$ cat config.mk
export PLATFORM = sky130hd
export DESIGN_NAME = intc_ctrl
export DESIGN_NICKNAME = d
export VERILOG_FILES = /design/src/rtl/intc_pkg.sv /design/src/rtl/intc_enable_ff.sv /design/src/rtl/intc_mode_reg.sv /design/src/rtl/intc_halt_ff.sv /design/src/rtl/intc_target_reg.sv /design/src/rtl/intc_ctrl.sv
export SDC_FILE = /design/constraint.sdc
export NUM_CORES = 1
export LEC_CHECK = 0
export ABC_CLOCK_PERIOD_IN_PS = 4750
export CORE_MARGIN = 5
export CORE_UTILIZATION = 42
export CTS_CLUSTER_DIAMETER = 30
export DETAILED_ROUTE_END_ITERATION = 16
export HOLD_SLACK_MARGIN = 0.06
export PLACE_DENSITY = 0.83
export SLEW_MARGIN = 40
export SYNTH_ARGS = -nofsm -noshare
export SYNTH_HDL_FRONTEND = slang
export SYNTH_SLANG_ARGS = --single-unit
$ cat constraint.sdc
create_clock -name clk -period 4.75 [get_ports clk]
set_input_delay 0.475 -clock clk [delete_from_list [all_inputs] [get_ports clk]]
set_output_delay 0.475 -clock clk [all_outputs]
set_load 0.1 [all_outputs]
$ cat src/rtl/intc_pkg.sv
package intc_pkg;
  localparam int DW = 8;
  localparam int AW = 16;
  localparam int NMODE = 3;
  localparam int MW = $clog2(NMODE);
  localparam logic [AW-1:0] RST_TARGET = 16'h0038;

  typedef enum logic [MW-1:0] {
    IM_BUS   = 2'd0,
    IM_RST   = 2'd1,
    IM_TABLE = 2'd2
  } imode_t;

  // service value for a taken request, per mode
  function automatic logic [AW-1:0] svc_target(imode_t m, logic [DW-1:0] vec,
                                               logic [DW-1:0] bus);
    logic [AW-1:0] r;
    case (m)
      IM_RST:   r = RST_TARGET;
      IM_TABLE: r = {vec, bus};
      default:  r = {{(AW-DW){1'b0}}, bus};
    endcase
    return r;
  endfunction

  // highest-numbered select bit wins; keep current mode if none set
  function automatic imode_t pick_mode(logic [NMODE-1:0] sel, imode_t cur);
    imode_t r;
    r = cur;
    for (int i = 0; i < NMODE; i++)
      if (sel[i]) r = imode_t'(MW'(i));
    return r;
  endfunction
endpackage

$ cat src/rtl/intc_enable_ff.sv
module intc_enable_ff (
  input  logic clk,
  input  logic rst_n,
  input  logic cmd_di,
  input  logic cmd_ei,
  input  logic insn_done,
  input  logic accept,
  output logic ien1,
  output logic ien2,
  output logic ei_shadow
);
  logic ien_n, shadow_n;

  always_comb begin
    ien_n = ien1;
    if (cmd_di)      ien_n = 1'b0;
    else if (cmd_ei) ien_n = 1'b1;
    else if (accept) ien_n = 1'b0;
  end

  // shadow covers the window up to the boundary ending the enable instruction
  always_comb begin
    if (cmd_ei && !cmd_di) shadow_n = !insn_done;
    else if (insn_done || cmd_di) shadow_n = 1'b0;
    else shadow_n = ei_shadow;
  end

  always_ff @(posedge clk) begin
    if (!rst_n) begin
      ien1      <= 1'b0;
      ien2      <= 1'b0;
      ei_shadow <= 1'b0;
    end else begin
      ien1      <= ien_n;
      ien2      <= ien_n;
      ei_shadow <= shadow_n;
    end
  end
endmodule

$ cat src/rtl/intc_mode_reg.sv
module intc_mode_reg
  import intc_pkg::*;
(
  input  logic             clk,
  input  logic             rst_n,
  input  logic [NMODE-1:0] cmd_im,
  output imode_t           mode
);
  always_ff @(posedge clk) begin
    if (!rst_n) mode <= IM_BUS;
    else        mode <= pick_mode(cmd_im, mode);
  end
endmodule

$ cat src/rtl/intc_halt_ff.sv
module intc_halt_ff (
  input  logic clk,
  input  logic rst_n,
  input  logic cmd_halt,
  input  logic accept,
  output logic halted
);
  always_ff @(posedge clk) begin
    if (!rst_n)        halted <= 1'b0;
    else if (accept)   halted <= 1'b0;
    else if (cmd_halt) halted <= 1'b1;
  end
endmodule

$ cat src/rtl/intc_target_reg.sv
module intc_target_reg
  import intc_pkg::*;
(
  input  logic          clk,
  input  logic          rst_n,
  input  logic          accept,
  input  imode_t        mode,
  input  logic [DW-1:0] vec,
  input  logic [DW-1:0] bus,
  output logic          take_stb,
  output imode_t        take_mode,
  output logic [AW-1:0] svc_addr
);
  always_ff @(posedge clk) begin
    if (!rst_n) begin
      take_stb  <= 1'b0;
      take_mode <= IM_BUS;
      svc_addr  <= '0;
    end else begin
      take_stb <= accept;
      if (accept) begin
        take_mode <= mode;
        svc_addr  <= svc_target(mode, vec, bus);
      end
    end
  end
endmodule

$ cat src/rtl/intc_ctrl.sv
module intc_ctrl
  import intc_pkg::*;
(
  input  logic             clk,
  input  logic             rst_n,
  input  logic             cmd_di,
  input  logic             cmd_ei,
  input  logic [NMODE-1:0] cmd_im,
  input  logic             cmd_halt,
  input  logic             insn_done,
  input  logic             irq_req,
  input  logic [DW-1:0]    vec_reg,
  input  logic [DW-1:0]    ack_byte,
  output logic             ien1,
  output logic             ien2,
  output logic [MW-1:0]    irq_mode,
  output logic             halted,
  output logic             take_stb,
  output logic [MW-1:0]    take_mode,
  output logic [AW-1:0]    svc_addr
);
  logic   ei_shadow;
  logic   boundary_w;
  logic   accept_w;
  imode_t mode_q;
  imode_t take_mode_q;

  assign boundary_w = insn_done | halted;
  assign accept_w   = boundary_w & irq_req & ien1 & ~ei_shadow & ~cmd_ei & ~cmd_di;

  intc_enable_ff u_en (
    .clk(clk), .rst_n(rst_n), .cmd_di(cmd_di), .cmd_ei(cmd_ei),
    .insn_done(insn_done), .accept(accept_w),
    .ien1(ien1), .ien2(ien2), .ei_shadow(ei_shadow)
  );

  intc_mode_reg u_mode (
    .clk(clk), .rst_n(rst_n), .cmd_im(cmd_im), .mode(mode_q)
  );

  intc_halt_ff u_halt (
    .clk(clk), .rst_n(rst_n), .cmd_halt(cmd_halt), .accept(accept_w),
    .halted(halted)
  );

  intc_target_reg u_tgt (
    .clk(clk), .rst_n(rst_n), .accept(accept_w), .mode(mode_q),
    .vec(vec_reg), .bus(ack_byte),
    .take_stb(take_stb), .take_mode(take_mode_q), .svc_addr(svc_addr)
  );

  assign irq_mode  = mode_q;
  assign take_mode = take_mode_q;
endmodule

* Word level (Yosys, flattened, before mapping)
Index checks and enable logic that the tools add are counted.
Word-level totals: bits in registers 24, input bits 26, output and inout bits 24, word-level logic and storage cells 39
Cells by class: eq/ne operators 2, multiplexer cells 8, bitwise logic cells 10, reduce and logical (&&, ||, !) cells 11
Operators with widths (number):
- $pmux 16 s2 | 1
- $mux 2 | 3
- $reduce_bool 2->1 | 3
- $reduce_or 2->1 | 3
- $and 1x1->1 | 5
- $mux 1 | 4
- $not 1->1 | 4
- $reduce_bool 3->1 | 1
- $eq 2x1->1 const B | 1
- $eq 2x2->1 const B | 1
- $logic_not 1->1 | 2
- $logic_and 1x1->1 | 1
- $logic_or 1x1->1 | 1
- $or 1x1->1 | 1

* Longest topological paths before layout
Gate-level depths: netlist of the first run.
word-level depth 8, gate-level depth with buffers 7, depth with buffers taken out 5

* Cells and area by module
From an unflattened synthesis of the first run, not the netlist that was laid out.
Second synthesis, totals: cell total of the unflattened synthesis 105, area total of the unflattened synthesis 1056.0 µm²
By module, submodules not included:
- intc_target_reg | times used 1, cells each 84, area each 829.5 µm², sequential area each 380.4 µm²
- intc_enable_ff | times used 1, cells each 9, area each 90.1 µm², sequential area each 40.0 µm²
- intc_mode_reg | times used 1, cells each 7, area each 80.1 µm², sequential area each 40.0 µm²
- intc_halt_ff | times used 1, cells each 3, area each 36.3 µm², sequential area each 20.0 µm²
- intc_ctrl | times used 1, cells each 2, area each 20.0 µm², sequential area each 0.0 µm²

* Least setup slack after synthesis of the first run
No wires, ideal clock.
path type reg-to-reg, start register u_mode.mode[0], end register u_tgt.svc_addr[3], setup time 0.134 ns, arrival 2.097 ns, data required time 4.616 ns, setup slack 2.519 ns, cell stages (with the launch flop) 8, path buffers 2, period minus slack after synthesis 2.231 ns, cells stage by stage dfxtp_1 inv_1 ha_1 buf_2 or2_2 buf_1 a21oi_1 a211oi_1
Between the ends: cells in the longest elaborated chain, start to end 2, elaborated cells between the ends (all ways) 3, those cells by class eq/ne (2); mux (1)
RTL lines:
- start: declaration | RTL line intc_mode_reg.sv:7 | output imode_t mode
- start signal: assignment | RTL line intc_mode_reg.sv:11 | else mode <= pick_mode(cmd_im, mode);
- $eq 2x2->1 / $eq 2x1->1 (equally long branches) | RTL line intc_pkg.sv:18 | case (m)
- $pmux 16 s2 * | RTL line intc_pkg.sv:18
- end signal: assignment | RTL line intc_target_reg.sv:23 | svc_addr <= svc_target(mode, vec, bus);
- end: declaration | RTL line intc_target_reg.sv:12 | output logic [AW-1:0] svc_addr
Every way passes the cells marked *; elsewhere a longest branch is shown, timed or not. A chain may end at the register's enable or synchronous reset.

* Worst setup path after layout of the first run
start input cmd_ei, end register u_tgt.svc_addr[3]
Between the ends: cells in the longest elaborated chain, start to end 3
RTL lines:
- start: declaration | RTL line intc_ctrl.sv:7 | input logic cmd_ei,
- $not 1->1 | RTL line intc_ctrl.sv:29 | assign accept_w = boundary_w & irq_req & ien1 & ~ei_shadow & ~cmd_ei & ~cmd_di;
- $and 1x1->1 (2 in a row) | RTL line intc_ctrl.sv:29
No other way between the ends.

==> results of run 1 <==
==> cells in the mapped netlist <==
library cell,instances
a31oi_1,1
nand4_1,13
inv_1,5
o21ai_1,9
buf_4,1
or2_2,1
nand3_1,2
buf_1,1
ha_1,2
nor3_1,3
o21a_1,1
a211oi_1,3
buf_6,1
nor3_2,1
clkbuf_1,4
or4b_1,1
a21oi_1,22
o21ai_0,7
nor2b_1,1
nor4b_4,1
nand2b_1,1
nor2_1,4
dfxtp_1,24
buf_2,3
o21ai_2,1
clkbuf_2,1
nor2_2,1
==> state kept, by name, indices dropped and copies added (netlist names) <==
signal / count
u_tgt.svc_addr: 16
u_mode.mode: 2
u_tgt.take_mode: 2
u_en.ei_shadow: 1
u_en.ien1: 1
u_halt.halted: 1
u_tgt.take_stb: 1
==> worst max-delay path: cells and delay by family <==
family	cells	cell delay, ns
buffers and inverters	1	0.49
AND/OR/NAND/NOR	2	1.16
AO/OA/AOI/OAI	1	0.11
==> worst paths after layout <==
| path | to | slack [ns] | cells past startpoint |
|---|---|---|---|
| worst max register to register | u_tgt.svc_addr[3] | 3.01 | 3 |
| worst min-delay path | u_tgt.svc_addr[14] | 0.48 | 2 |
| worst max-delay path | u_tgt.svc_addr[3] | 2.67 | 4 |
| worst min register to register | u_tgt.svc_addr[14] | 0.48 | 2 |
==> cell families (layout without fill, tap and decap cells) <==
family | count (synthesis) | in the layout | synth area share
compound gates | 44 | 44 | 0.234
flops | 24 | 24 | 0.477
fa+ha+maj | 2 | 2 | 0.0248
simple gates | 29 | 29 | 0.189
buf+inv | 16 | 59 | 0.0758
==> report_power, final <==
| group | total, uW | internal, uW | leakage (uW) | switching (uW) |
|---|---|---|---|---|
| Clock | 103 | 46.8 | 0.0000210 | 55.7 |
| Combinational | 71.6 | 26.8 | 0.000343 | 44.8 |
| Sequential | 207 | 204 | 0.000194 | 2.95 |
==> area by class of cell <==
| class | count | area, sq um |
|---|---|---|
| fillers | 213 | 848 |
| flip-flops and latches | 24 | 480 |
| multi-input cells | 75 | 454 |
| repair buffers | 50 | 382 |
| clock buffers | 4 | 36.3 |
| well taps | 28 | 35.0 |
| inverters | 5 | 18.8 |
==> metrics by stage <==
| stage | hold slack [ns] | utilization | cells | setup slack, ns |
|---|---|---|---|---|
| 3_3_place_gp | 0.453 | 0.654 | 181 | 2.41 |
| 3_5_place_dp | 0.460 | 0.603 | 181 | 2.34 |
| 2_1_floorplan | 0.499 | - | 115 | 2.52 |
| 5_1_grt | 0.489 | 0.624 | 186 | 2.55 |
| 6_report | 0.475 | 0.624 | 186 | 2.67 |
| 4_1_cts | 0.477 | 0.619 | 185 | 2.68 |
==> layer usage <==
metal,GRT usage,share of wire,vias up
li1,-,-,508
met1,0.186,0.40,485
met2,0.271,0.53,27
met3,0.0349,0.053,2
met4,0.0421,0.012,0
met5,0,0,-
==> summary.txt, run 1 <==
Status
  – Status: completed

Detailed routing
  – Final wirelength: 2.68 mm
  – Via-to-Cell Ratio: 5.49
  – First DRT Iteration DRCs: 23
  – Drt wl/cell: 14.4 microns
  – DRC: 0
  – DRT antenna net count: 0
  – Via count: 1,022
  – Drt first pass iters: 4

Die
  – Chip Width: 59.0 microns
  – Starting density of the core: 0.447
  – DIE HEIGHT: 59.0 microns
  – DIE AREA: 0.00348 sq mm
  – Ports: 50
  – Area of the core: 0.00225 sq mm
  – Rows: 17

Layout
  – Diode count: 0
  – Commonest non-fill, non-tap cell in the layout: clkdlybuf4s50_1
  – Area growth syn-to-layout: 39.6%
  – Layout cells sized above 1: 0.222
  – Commonest non-fill, non-tap cells in the layout: clkdlybuf4s50_1 (25), buf_2 (24), dfxtp_1 (24)
  – Final #Nets: 187
  – Post-route cell area: 0.00141 sq mm

Critical path
  – Worst Path Arrival: 2.25 ns
  – Crit path launch: cmd_ei
  – Crit-path max FO: 17
  – CP peak stage delay: 0.85 ns
  – Crit Path Category: input pin to flip-flop
  – CP max stage cell: or4b_1
  – Endpoint type of the worst setup path: flip-flop
  – Crit start category: input pin
  – Worst r2r src: u_en.ei_shadow
  – Worst Path Required: 4.92 ns
  – Worst-path cell chain: clkdlybuf4s50_1, or4b_1, nor2_2, a211oi_1

CTS
  – # hold bufs at CTS: 0
  – Post-CTS Repair Setup Buffers: 0
  – Skew-Pair Late Insertion Delay: 0.31 ns
  – CTS buffer count: 3
  – Post-CTS sizing: 0
  – CTS Sinks: 24
  – Root buf cell: clkbuf_4
  – CTS tree: built
  – Clk buf depth: 2
  – CTS H-tree lvls: 1
  – Clock-pin slew on the worst setup and hold paths: 0.12 ns

Global routing
  – Total GRT Usage: 0.154
  – Largest net degree at the start of global routing: 22
  – Global-route wire length before repair: 4.23 mm
  – Number of global-route vias before repair: 924
  – Initial antenna violation count: 0
  – Grt ovf: 0

Timing
  – Final setup viols: 0
  – Actual slew at the worst max-slew pin: 0.742 ns
  – Pins over their slew limit: 0
  – Slew margin rel.: 0.505
  – Tmin final: 2.08 ns
  – Hold Vio Cnt, Final: 0
  – Total negative slack: 0 ns
  – Worst Clk Skew: 0.00556 ns
  – Peak Freq: 481 MHz
  – RSZ-0062 raised after global routing: false
  – Final Cycle Share: 0.438

Synthesis
  – Area share of the largest cell type after synthesis: 0.477
  – Yosys reg bits: 24
  – Synth area leaders: dfxtp_1 (48%), a21oi_1 (11%), nand4_1 (8.1%)
  – Syn_area_per_cell: 8.76 sq um
  – Synth cell types: 27
  – Ys Warns: 0
  – Yosys top cell by area: dfxtp_1
  – Register area share after synthesis: 0.477
  – Cell area after synthesis: 0.00101 sq mm
  – Post-Syn Nets: 143
  – Syn Inst Count: 115

Pwr
  – Pwr per Cell Area: 271 mW/mm^2
  – Worst ir drop on vdd: 0.240 mV
  – Total Power: 381 uW
  – Static Leakage: 0.000558 uW

Worst hold path
  – Hold wc startpoint: u_tgt.svc_addr[14]
  – Worst hold-check path type: flip-flop to flip-flop

Placement
  – Port bufs: 49
  – Area post-placement: 0.00136 sq mm
  – Post-DP HPWL: 2.02 mm
  – Placer Congestion: 0.721

Job
  – Max-cap violation count: 0
Power figures use the tool's default switching activity.
==> run 2, diff against run 1 <==
- ABC_CLOCK_PERIOD_IN_PS: 4750 -> 1900
- CORE_UTILIZATION: 42 -> 35
- PLACE_DENSITY: 0.83 -> 0.74
- clock period: 4.75 -> 1.9 ns (I/O delays scaled with it)
==> summary.txt, run 2 (synthesized netlist as in run 1, its figures left out) <==
Pwr
  – Switch share: 0.277
  – Int Pwr: 707 uW
  – Logic pwr share: 0.197
  – Pwr per Cell Area: 643 mW/mm^2
  – Static Leakage: 0.000589 uW
  – Clock power frac: 0.272
  – Worst ir drop on vdd: 0.549 mV
  – Net load switching power: 270 uW
  – Part of the power in registers: 0.531

Die
  – Starting density of the core: 0.365
  – Area of the core: 0.00276 sq mm
  – Chip Width: 63.6 microns
  – Ports: 50
  – DIE AREA: 0.00405 sq mm
  – DIE HEIGHT: 63.6 microns
  – Rows: 19

Critical path
  – Crit-path max FO: 10
  – Worst Path Arrival: 1.75 ns
  – Crit start category: flip-flop
  – Endpoint type of the worst setup path: flip-flop
  – Crit Path Category: flip-flop to flip-flop
  – Worst Path Required: 2.10 ns

CTS
  – CTS H-tree lvls: 1
  – Clk buf depth: 2
  – CTS tree: built
  – # hold bufs at CTS: 0
  – CTS Sinks: 24
  – Root buf cell: clkbuf_4
  – Post-CTS Repair Setup Buffers: 0
  – Skew-Pair Late Insertion Delay: 0.31 ns
  – Clock-pin slew on the worst setup and hold paths: 0.13 ns
  – CTS buffer count: 3
  – Post-CTS sizing: 0

Timing
  – Worst Clk Skew: 0.00844 ns
  – Pins over their slew limit: 0
  – Total negative slack: 0 ns
  – Final Cycle Share: 0.814
  – Hold Vio Cnt, Final: 0
  – RSZ-0062 raised after global routing: false
  – Hold_ws: 0.432 ns
  – Tmin final: 1.55 ns
  – Peak Freq: 647 MHz
  – Actual slew at the worst max-slew pin: 0.348 ns
  – Slew margin rel.: 0.768
  – Final setup viols: 0

Layout
  – Diode count: 0
  – Commonest non-fill, non-tap cells in the layout: buf_4 (32), clkdlybuf4s50_1 (25), a21oi_1 (22)
  – Post-route cell area: 0.00152 sq mm
  – Largest regs: u_tgt.svc_addr x16, u_mode.mode x2, u_tgt.take_mode x2
  – Area growth syn-to-layout: 50.9%
  – Commonest non-fill, non-tap cell in the layout: buf_4
  – Final Util: 0.551
  – Max reg flops: 16
  – Final #Nets: 194
  – Largest reg by FF count: u_tgt.svc_addr
  – Finished Layout Cells: 196
  – Layout cells sized above 1: 0.273

Detailed routing
  – Drt wl/cell: 14.7 microns
  – Via-to-Cell Ratio: 5.31
  – Drt first pass iters: 4
  – First DRT Iteration DRCs: 38
  – DRC: 0
  – Final wirelength: 2.87 mm
  – Via count: 1,040
  – DRT antenna net count: 0

Global routing
  – Global-route wire length before repair: 4.82 mm
  – Total GRT Usage: 0.145
  – Grt ovf: 0
  – Initial antenna violation count: 0
  – Largest net degree at the start of global routing: 22
  – Number of global-route vias before repair: 1,027

Placement
  – Placer Congestion: 0.708
  – Area post-placement: 0.00148 sq mm
  – Port bufs: 49
  – Post-DP HPWL: 2.20 mm
  – Dpl cells: 192

Job
  – Max-cap violation count: 0

Status
  – Status: completed

Worst hold path
  – Worst hold-check path type: input pin to flip-flop
## run 2: cell types whose count changed in the layout (fill, tap and decap cells not counted)
cell	before	now
buf_4	0	32
buf_2	24	0
dfxtp_1	24	20
dfxtp_2	0	4
buf_6	1	0
o21ai_1	8	9
o21ai_2	2	1
## run 2: power groups by stage
stage	Combinational [uW]	Clock [uW]	Sequential (uW)
4_1_cts	193	274	519
6_report	193	266	519
3_5_place_dp	192	0	530
5_1_grt	205	292	521
3_3_place_gp	189	0	529
2_1_floorplan	60.9	0	576
## run 2: per-stage QoR
stage	total power, uW	setup WS [ns]
floorplan	637	0.0161
detailed placement	723	0.0775
global route	1020	0.278
CTS	986	0.366
finish	978	0.354
global placement	719	0.133
## run 2: layout make-up
cell class,instances,area [sq um]
fill,266,1240
timing repair buffer,57,490
sequential,24,485
multi-input combinational,75,450
tap,31,38.8
clock buffer,4,36.3
inverter,5,18.8
## run 2: worst max-delay path, cell delays in order, from the launching register on
cell and delay [ns]:
dfxtp_1 0.37, or4b_1 0.58, buf_4 0.21, o21ai_0 0.18, a21oi_1 0.09
## run 2: metal layers
layer,vias up,routed length (microns),share of wire,global-route usage
li1,521,-,-,-
met3,2,189,0.066,0.0515
met1,487,1130,0.39,0.167
met5,-,0,0,0
met4,0,16,0.0056,0.0234
met2,30,1540,0.54,0.260
## run 2: final timing paths
path / startpoint / end / slack [ns] / cells past startpoint
max reg2reg: u_en.ei_shadow / u_tgt.take_mode[1] / 0.35 / 4
max: u_en.ei_shadow / u_tgt.take_mode[1] / 0.35 / 4
min: vec_reg[3] / u_tgt.svc_addr[11] / 0.43 / 3
min reg2reg: u_tgt.take_mode[0] / u_tgt.take_mode[0] / 0.49 / 2
